--- config.mk ---
export PLATFORM = sky130hd
export DESIGN_NAME = gsr_read_seq
export DESIGN_NICKNAME = d
export VERILOG_FILES = /design/src/rtl/gsr_pkg.sv /design/src/rtl/gsr_step_rom.sv /design/src/rtl/gsr_pwr_timer.sv /design/src/rtl/gsr_tally.sv /design/src/rtl/gsr_read_seq.sv
export SDC_FILE = /design/constraint.sdc
export NUM_CORES = 1
export LEC_CHECK = 0
export BUFFER_PORTS_ARGS = -buffer_cell sky130_fd_sc_hd__buf_2
export CAP_MARGIN = 20
export CELL_PAD_IN_SITES_DETAIL_PLACEMENT = 0
export CELL_PAD_IN_SITES_GLOBAL_PLACEMENT = 1
export CORE_MARGIN = 4
export CORE_UTILIZATION = 25
export CTS_CLUSTER_DIAMETER = 100
export DETAILED_ROUTE_END_ITERATION = 8
export PLACE_DENSITY = 0.54
export SYNTH_ARGS = -nofsm -noshare
export SYNTH_HDL_FRONTEND = slang
export SYNTH_HIERARCHICAL = 1
export SYNTH_SLANG_ARGS = --single-unit
--- constraint.sdc ---
create_clock -name clk -period 5 [get_ports clk]
set_clock_uncertainty 0.15 [all_clocks]
set_input_delay 0.75 -clock clk [delete_from_list [all_inputs] [get_ports clk]]
set_output_delay 0.75 -clock clk [all_outputs]
set_load 0.01 [all_outputs]
--- src/rtl/gsr_pkg.sv ---
package gsr_pkg;
  // The exchange carries the address as two bytes, so the address width is fixed.
  localparam int ADDR_W = 16;
  localparam int STEP_W = 4;

  typedef enum logic [1:0] {ST_IDLE, ST_PWR, ST_XFER, ST_DONE} gsr_state_e;

  // Step indices whose position the sequencing depends on.
  localparam logic [STEP_W-1:0] STP_CMD_A  = 4'd0;
  localparam logic [STEP_W-1:0] STP_STAT_A = 4'd6;
  localparam logic [STEP_W-1:0] STP_CMD_B  = 4'd7;
  localparam logic [STEP_W-1:0] STP_DATA   = 4'd9;
  localparam logic [STEP_W-1:0] STP_STAT_B = 4'd11;
endpackage

--- src/rtl/gsr_step_rom.sv ---
module gsr_step_rom
  import gsr_pkg::*;
#(
  parameter logic [7:0] CMD_LONG   = 8'h57,
  parameter logic [7:0] CMD_SHORT  = 8'h55,
  parameter logic [7:0] CMD_STATUS = 8'h34,
  parameter logic [7:0] OP_LOAD    = 8'h90,
  parameter logic [7:0] OP_FETCH   = 8'hE0
) (
  input  logic [STEP_W-1:0] step,
  input  logic [ADDR_W-1:0] addr,
  output logic              send,
  output logic [7:0]        data
);
  always_comb begin
    send = 1'b1;
    data = 8'h00;
    case (step)
      4'd0:    data = CMD_LONG;
      4'd1:    data = OP_LOAD;
      4'd2:    data = addr[ADDR_W-1 -: 8];
      4'd3:    data = addr[7:0];
      4'd5:    data = CMD_STATUS;
      4'd7:    data = CMD_SHORT;
      4'd8:    data = OP_FETCH;
      4'd10:   data = CMD_STATUS;
      default: send = 1'b0;  // receive steps 4, 6, 9, 11
    endcase
  end
endmodule

--- src/rtl/gsr_pwr_timer.sv ---
module gsr_pwr_timer #(
  parameter int OFF_CYC = 4
) (
  input  logic clk,
  input  logic rst,
  input  logic arm,
  output logic expire
);
  localparam int CW = (OFF_CYC < 2) ? 1 : $clog2(OFF_CYC + 1);

  logic [CW-1:0] cnt;
  logic          run;

  always_ff @(posedge clk) begin
    if (rst) begin
      cnt <= '0;
      run <= 1'b0;
    end else if (arm) begin
      cnt <= CW'(OFF_CYC - 1);
      run <= 1'b1;
    end else if (run) begin
      if (cnt == '0) run <= 1'b0;
      else           cnt <= cnt - 1'b1;
    end
  end

  assign expire = run && (cnt == '0) && !arm;
endmodule

--- src/rtl/gsr_tally.sv ---
module gsr_tally #(
  parameter int CNT_W = 32
) (
  input  logic             clk,
  input  logic             rst,
  input  logic             clr,
  input  logic             inc_try,
  input  logic             inc_good,
  output logic [CNT_W-1:0] tries,
  output logic [CNT_W-1:0] goods
);
  always_ff @(posedge clk) begin
    if (rst || clr) begin
      tries <= '0;
      goods <= '0;
    end else begin
      if (inc_try)  tries <= tries + 1'b1;
      if (inc_good) goods <= goods + 1'b1;
    end
  end
endmodule

--- src/rtl/gsr_read_seq.sv ---
module gsr_read_seq
  import gsr_pkg::*;
#(
  parameter int         CNT_W      = 32,
  parameter int         PWR_OFF    = 4,
  parameter int         LOCK_BIT   = 2,
  parameter logic [7:0] CMD_LONG   = 8'h57,
  parameter logic [7:0] CMD_SHORT  = 8'h55,
  parameter logic [7:0] CMD_STATUS = 8'h34,
  parameter logic [7:0] OP_LOAD    = 8'h90,
  parameter logic [7:0] OP_FETCH   = 8'hE0
) (
  input  logic              clk,
  input  logic              rst,
  input  logic              start,
  input  logic [15:0]       start_addr,
  input  logic [15:0]       end_addr,
  output logic              xfer_go,
  output logic              xfer_send,
  output logic [7:0]        xfer_byte,
  input  logic              xfer_ack,
  input  logic [7:0]        xfer_rdata,
  output logic              glitch_fire,
  output logic              tgt_pwr_en,
  output logic              rd_valid,
  output logic [15:0]       rd_addr,
  output logic [7:0]        rd_data,
  output logic [CNT_W-1:0]  attempts,
  output logic [CNT_W-1:0]  good_bytes,
  output logic              done
);
  gsr_state_e        state;
  logic [STEP_W-1:0] step;
  logic [ADDR_W-1:0] addr;
  logic [ADDR_W-1:0] end_r;
  logic [7:0]        data_r;

  logic              ack_x, locked, fail, win, last, start_ok, arm, att_inc, expire;
  logic [STEP_W-1:0] rom_step;
  logic              rom_send;
  logic [7:0]        rom_byte;

  always_comb begin
    ack_x    = (state == ST_XFER) && xfer_ack;
    locked   = xfer_rdata[LOCK_BIT];
    fail     = ack_x && locked && (step == STP_STAT_A || step == STP_STAT_B);
    win      = ack_x && !locked && (step == STP_STAT_B);
    last     = (addr == end_r);
    start_ok = start && (state == ST_IDLE || state == ST_DONE);
    arm      = start_ok || fail || (win && !last);
    att_inc  = (state == ST_PWR) && expire;
    rom_step = (state == ST_XFER) ? step + 1'b1 : '0;
  end

  gsr_step_rom #(
    .CMD_LONG(CMD_LONG), .CMD_SHORT(CMD_SHORT), .CMD_STATUS(CMD_STATUS),
    .OP_LOAD(OP_LOAD), .OP_FETCH(OP_FETCH)
  ) u_rom (
    .step(rom_step), .addr(addr), .send(rom_send), .data(rom_byte)
  );

  gsr_pwr_timer #(.OFF_CYC(PWR_OFF)) u_timer (
    .clk(clk), .rst(rst), .arm(arm), .expire(expire)
  );

  gsr_tally #(.CNT_W(CNT_W)) u_tally (
    .clk(clk), .rst(rst), .clr(start_ok), .inc_try(att_inc), .inc_good(win),
    .tries(attempts), .goods(good_bytes)
  );

  always_ff @(posedge clk) begin
    if (rst) begin
      state       <= ST_IDLE;
      step        <= '0;
      addr        <= '0;
      end_r       <= '0;
      data_r      <= '0;
      xfer_go     <= 1'b0;
      xfer_send   <= 1'b0;
      xfer_byte   <= '0;
      glitch_fire <= 1'b0;
      tgt_pwr_en  <= 1'b0;
      rd_valid    <= 1'b0;
      rd_addr     <= '0;
      rd_data     <= '0;
      done        <= 1'b0;
    end else begin
      xfer_go     <= 1'b0;
      glitch_fire <= 1'b0;
      rd_valid    <= 1'b0;
      case (state)
        ST_IDLE, ST_DONE: begin
          if (start_ok) begin
            addr  <= start_addr;
            end_r <= end_addr;
            done  <= 1'b0;
            state <= ST_PWR;
          end
        end
        ST_PWR: begin
          if (expire) begin
            tgt_pwr_en <= 1'b1;
            step       <= '0;
            xfer_go    <= 1'b1;
            xfer_send  <= rom_send;
            xfer_byte  <= rom_byte;
            state      <= ST_XFER;
          end
        end
        ST_XFER: begin
          if (xfer_ack) begin
            if (step == STP_CMD_A || step == STP_CMD_B) glitch_fire <= 1'b1;
            if (step == STP_DATA) data_r <= xfer_rdata;
            if (fail) begin
              tgt_pwr_en <= 1'b0;
              state      <= ST_PWR;
            end else if (win) begin
              rd_valid   <= 1'b1;
              rd_addr    <= addr;
              rd_data    <= data_r;
              tgt_pwr_en <= 1'b0;
              if (last) begin
                done  <= 1'b1;
                state <= ST_DONE;
              end else begin
                addr  <= addr + 1'b1;
                state <= ST_PWR;
              end
            end else begin
              step      <= step + 1'b1;
              xfer_go   <= 1'b1;
              xfer_send <= rom_send;
              xfer_byte <= rom_byte;
            end
          end
        end
        default: state <= ST_IDLE;
      endcase
    end
  end
endmodule

==> results by group <==
Status
  – Status: finished, final reports clean

Layout
  – Share of layout cells above drive strength 1: 0.211
  – Layout area overhead: 21.0%
  – Final instance area: 0.00908 mm^2
  – Layout fillers: 3212
  – FF/Latch Area: 0.00304 mm^2
  – Non-filler cells, final: 1415
  – Net count, final: 1069
  – Leading cell types in the layout, fill and taps excluded: 152 x dfxtp_1, 144 x buf_2, 120 x nand2_1
  – Final core utilization: 0.306
  – Antenna Cells: 0
  – Most common cell after layout, fill and taps aside: dfxtp_1
  – Multi-input gate area in the final layout: 0.00402 mm^2

Synthesis
  – Syn Nets: 944
  – Syn. warnings: 6
  – Netlist cell types: 66
  – Seq cells post-synth: 152
  – Fraction of registers with async set/reset: 0
  – Share of the yosys chip area belonging to registers: 0.405
  – Avg Cell Area, Syn: 8.45 um^2
  – Ys flop type: dfxtp_1
  – Mapped Area: 0.00751 mm^2
  – Post-synthesis cell count: 888
  – Post-synth EDFFs: 0

Place
  – # port buffers: 145
  – RD Place Congestion: 0.789
  – Area of placed instances: 0.00849 mm^2
  – Post-DP HPWL: 16700 um
  – Placed cells: 1384

Clocking
  – Clock sink count: 152
  – Post-CTS setup repair buffer count: 0
  – CTS Buf Count: 17
  – Worst-Skew Late Latency: 0.43 ns
  – Clock Pin Slew Worst Setup and Hold Paths: 0.07 ns
  – Hold-fix buffers at CTS: 0
  – CTS H-tree lvls: 4
  – Maximum clock path buffer count: 2
  – Cts repair resizes: 0
  – Root buf cell: clkbuf_16
  – CTS tree: yes

Global routing
  – Initial antenna violation count: 0
  – First-pass GRT wire length: 38900 um
  – Met3 Track Usage GR: 0.0326
  – GRT overflow: 0
  – Largest net degree at the start of global routing: 91
  – All-Layer GR Usage: 0.145
  – Met2 Track Usage GR: 0.225
  – Met1 Use GR: 0.205
  – GR peak layer: met2
  – Vias in the first global route: 6706

Job
  – Max-Cap Viols: 0

Power and ir drop
  – Peak supply drop: 233 uV
  – P per Cell Area: 382 mW/mm^2
  – Leak Pwr: 3.59 nW

Setup path
  – Worst setup endpoint: u_tally/tries[23]
  – Critical Path Source: addr[8]
  – Reg2reg start: addr[8]
  – RR Endpoint: u_tally/tries[23]
  – Worst Setup Start Kind: register
  – R2r setup slk: 0.86 ns
  – CP Class: reg -> reg
  – CP arrival: 4.34 ns
  – CP required: 5.20 ns
  – FF-to-FF path depth: 12
  – Worst setup EP type: register
  – CP max FO: 11

STA
  – Hold Vio Cnt, Final: 0
  – RSZ-0062 raised after global routing: no
  – Minimum clock period after layout: 4.14 ns
  – Slew HR: 0.311
  – Least-Margin Pin Slew: 1.03 ns
  – Fmax achieved: 241 MHz
  – Period utilization: 0.829
  – Final Setup Violations: 0
  – Final Max Slew Viols: 0
  – Post-Route Setup TNS: 0 ns

Die
  – Rows: 63
  – Core area: 0.0296 mm^2
  – Width of the die: 181 um
  – Initial Util: 0.253
  – Die area: 0.0329 mm^2
  – Die span in y: 181 um
  – Io pins: 146

Routing
  – Final wirelength: 23900 um
  – Drt pass-1 iters: 5
  – Drt via density: 4.91
  – WL per Instance: 16.9 um
  – Via count: 6950
  – Starting DRT DRC Count: 506
  – Drt drc: 0
  – Final ANT Viol Nets: 0

Worst hold path
  – HP Class: reg -> reg
  – Min-delay src: data_r[2]
critical path: stages, from the launching register on:
cell and delay, ns:
dfxtp_1 0.52, xor2_1 0.11, nor4_1 0.46, nand4_1 0.15, buf_4 0.21, a21oi_1 0.14, o21ai_0 0.26, nor3b_1 0.32
and2_1 0.34, and4_1 0.47, nand4_1 0.30, or3_2 0.49, a21oi_1 0.14
worst min-delay path by stage:
stage          slack, ns          end  cells past startpoint
2_1_floorplan       0.28   rd_data[0]                      2
3_3_place_gp        0.29   rd_data[6]                      2
3_5_place_dp        0.29  rd_addr[12]                      2
4_1_cts             0.30  rd_addr[12]                      2
5_1_grt             0.32   rd_data[3]                      2
6_report            0.30   rd_data[2]                      2
cells in the mapped netlist (4+ instances only):
cell type,number,area share
dfxtp_1,152,0.41
nand2_1,120,0.060
a21oi_1,94,0.063
nor2_1,69,0.035
or4_1,31,0.031
clkbuf_1,30,0.015
o21ai_0,30,0.020
xor2_1,30,0.035
mux2i_1,28,0.037
nand3_1,24,0.016
nand4_1,24,0.020
o31ai_1,21,0.021
inv_1,18,0.0090
or3_1,18,0.015
a31oi_1,17,0.014
o211ai_1,14,0.014
ha_1,12,0.020
nor3_1,12,0.0080
xnor2_1,11,0.013
and3_1,10,0.0083
a211oi_1,9,0.0090
buf_2,8,0.0053
and4_1,7,0.0082
buf_6,7,0.011
nor4_1,6,0.0050
a32oi_1,5,0.0058
and2_1,5,0.0042
clkbuf_8,5,0.0092
nand4b_1,5,0.0058
and2b_1,4,0.0040
nor3b_1,4,0.0040
or2_2,4,0.0033
per-stage QoR:
step,setup WS [ns],power [mW],hold WS [ns]
3_5_place_dp,0.857,2.17,0.294
3_3_place_gp,0.974,2.17,0.293
5_1_grt,0.392,3.67,0.321
6_report,0.857,3.47,0.298
2_1_floorplan,1.49,1.93,0.282
4_1_cts,0.825,3.53,0.303
cells by family after synthesis:
kind of cell,count (synthesis),share of synthesized area
multiplexers,28,0.0373
AO/OA/AOI/OAI,208,0.166
XOR/XNOR,41,0.0478
AND/OR/NAND/NOR,371,0.264
flip-flops,152,0.405
buffers and inverters,76,0.0592
adder cells (fa/ha/maj),12,0.0200
layer usage:
metal	part of all wire	vias up
met5	0	-
met4	0.012	0
met3	0.048	20
met2	0.45	169
met1	0.49	3284
li1	-	3477
power breakdown:
group / internal [mW] / switching, mW
Sequential: 1.31 / 0.104
Combinational: 0.274 / 0.449
Clock: 0.798 / 0.539
final cells by class:
cell class / instances / area share
Timing Repair Buffer: 163 / 0.0951
Sequential cell: 152 / 0.335
Tap cell: 390 / 0.0537
Multi-Input combinational cell: 660 / 0.443
Clock inverter: 11 / 0.0163
Clock buffer: 20 / 0.0492
Inverter: 19 / 0.00785
flip-flops by register name, summed over array words and instances (netlist names):
name / flops
addr: 16
data_r: 8
done: 1
end_r: 16
glitch_fire: 1
rd_addr: 16
rd_data: 8
rd_valid: 1
state: 2
step: 4
tgt_pwr_en: 1
u_tally/goods: 32
u_tally/tries: 32
u_timer/cnt: 3
u_timer/run: 1
xfer_byte: 8
xfer_go: 1
xfer_send: 1
No activity file was read; power rests on OpenSTA's default activity.
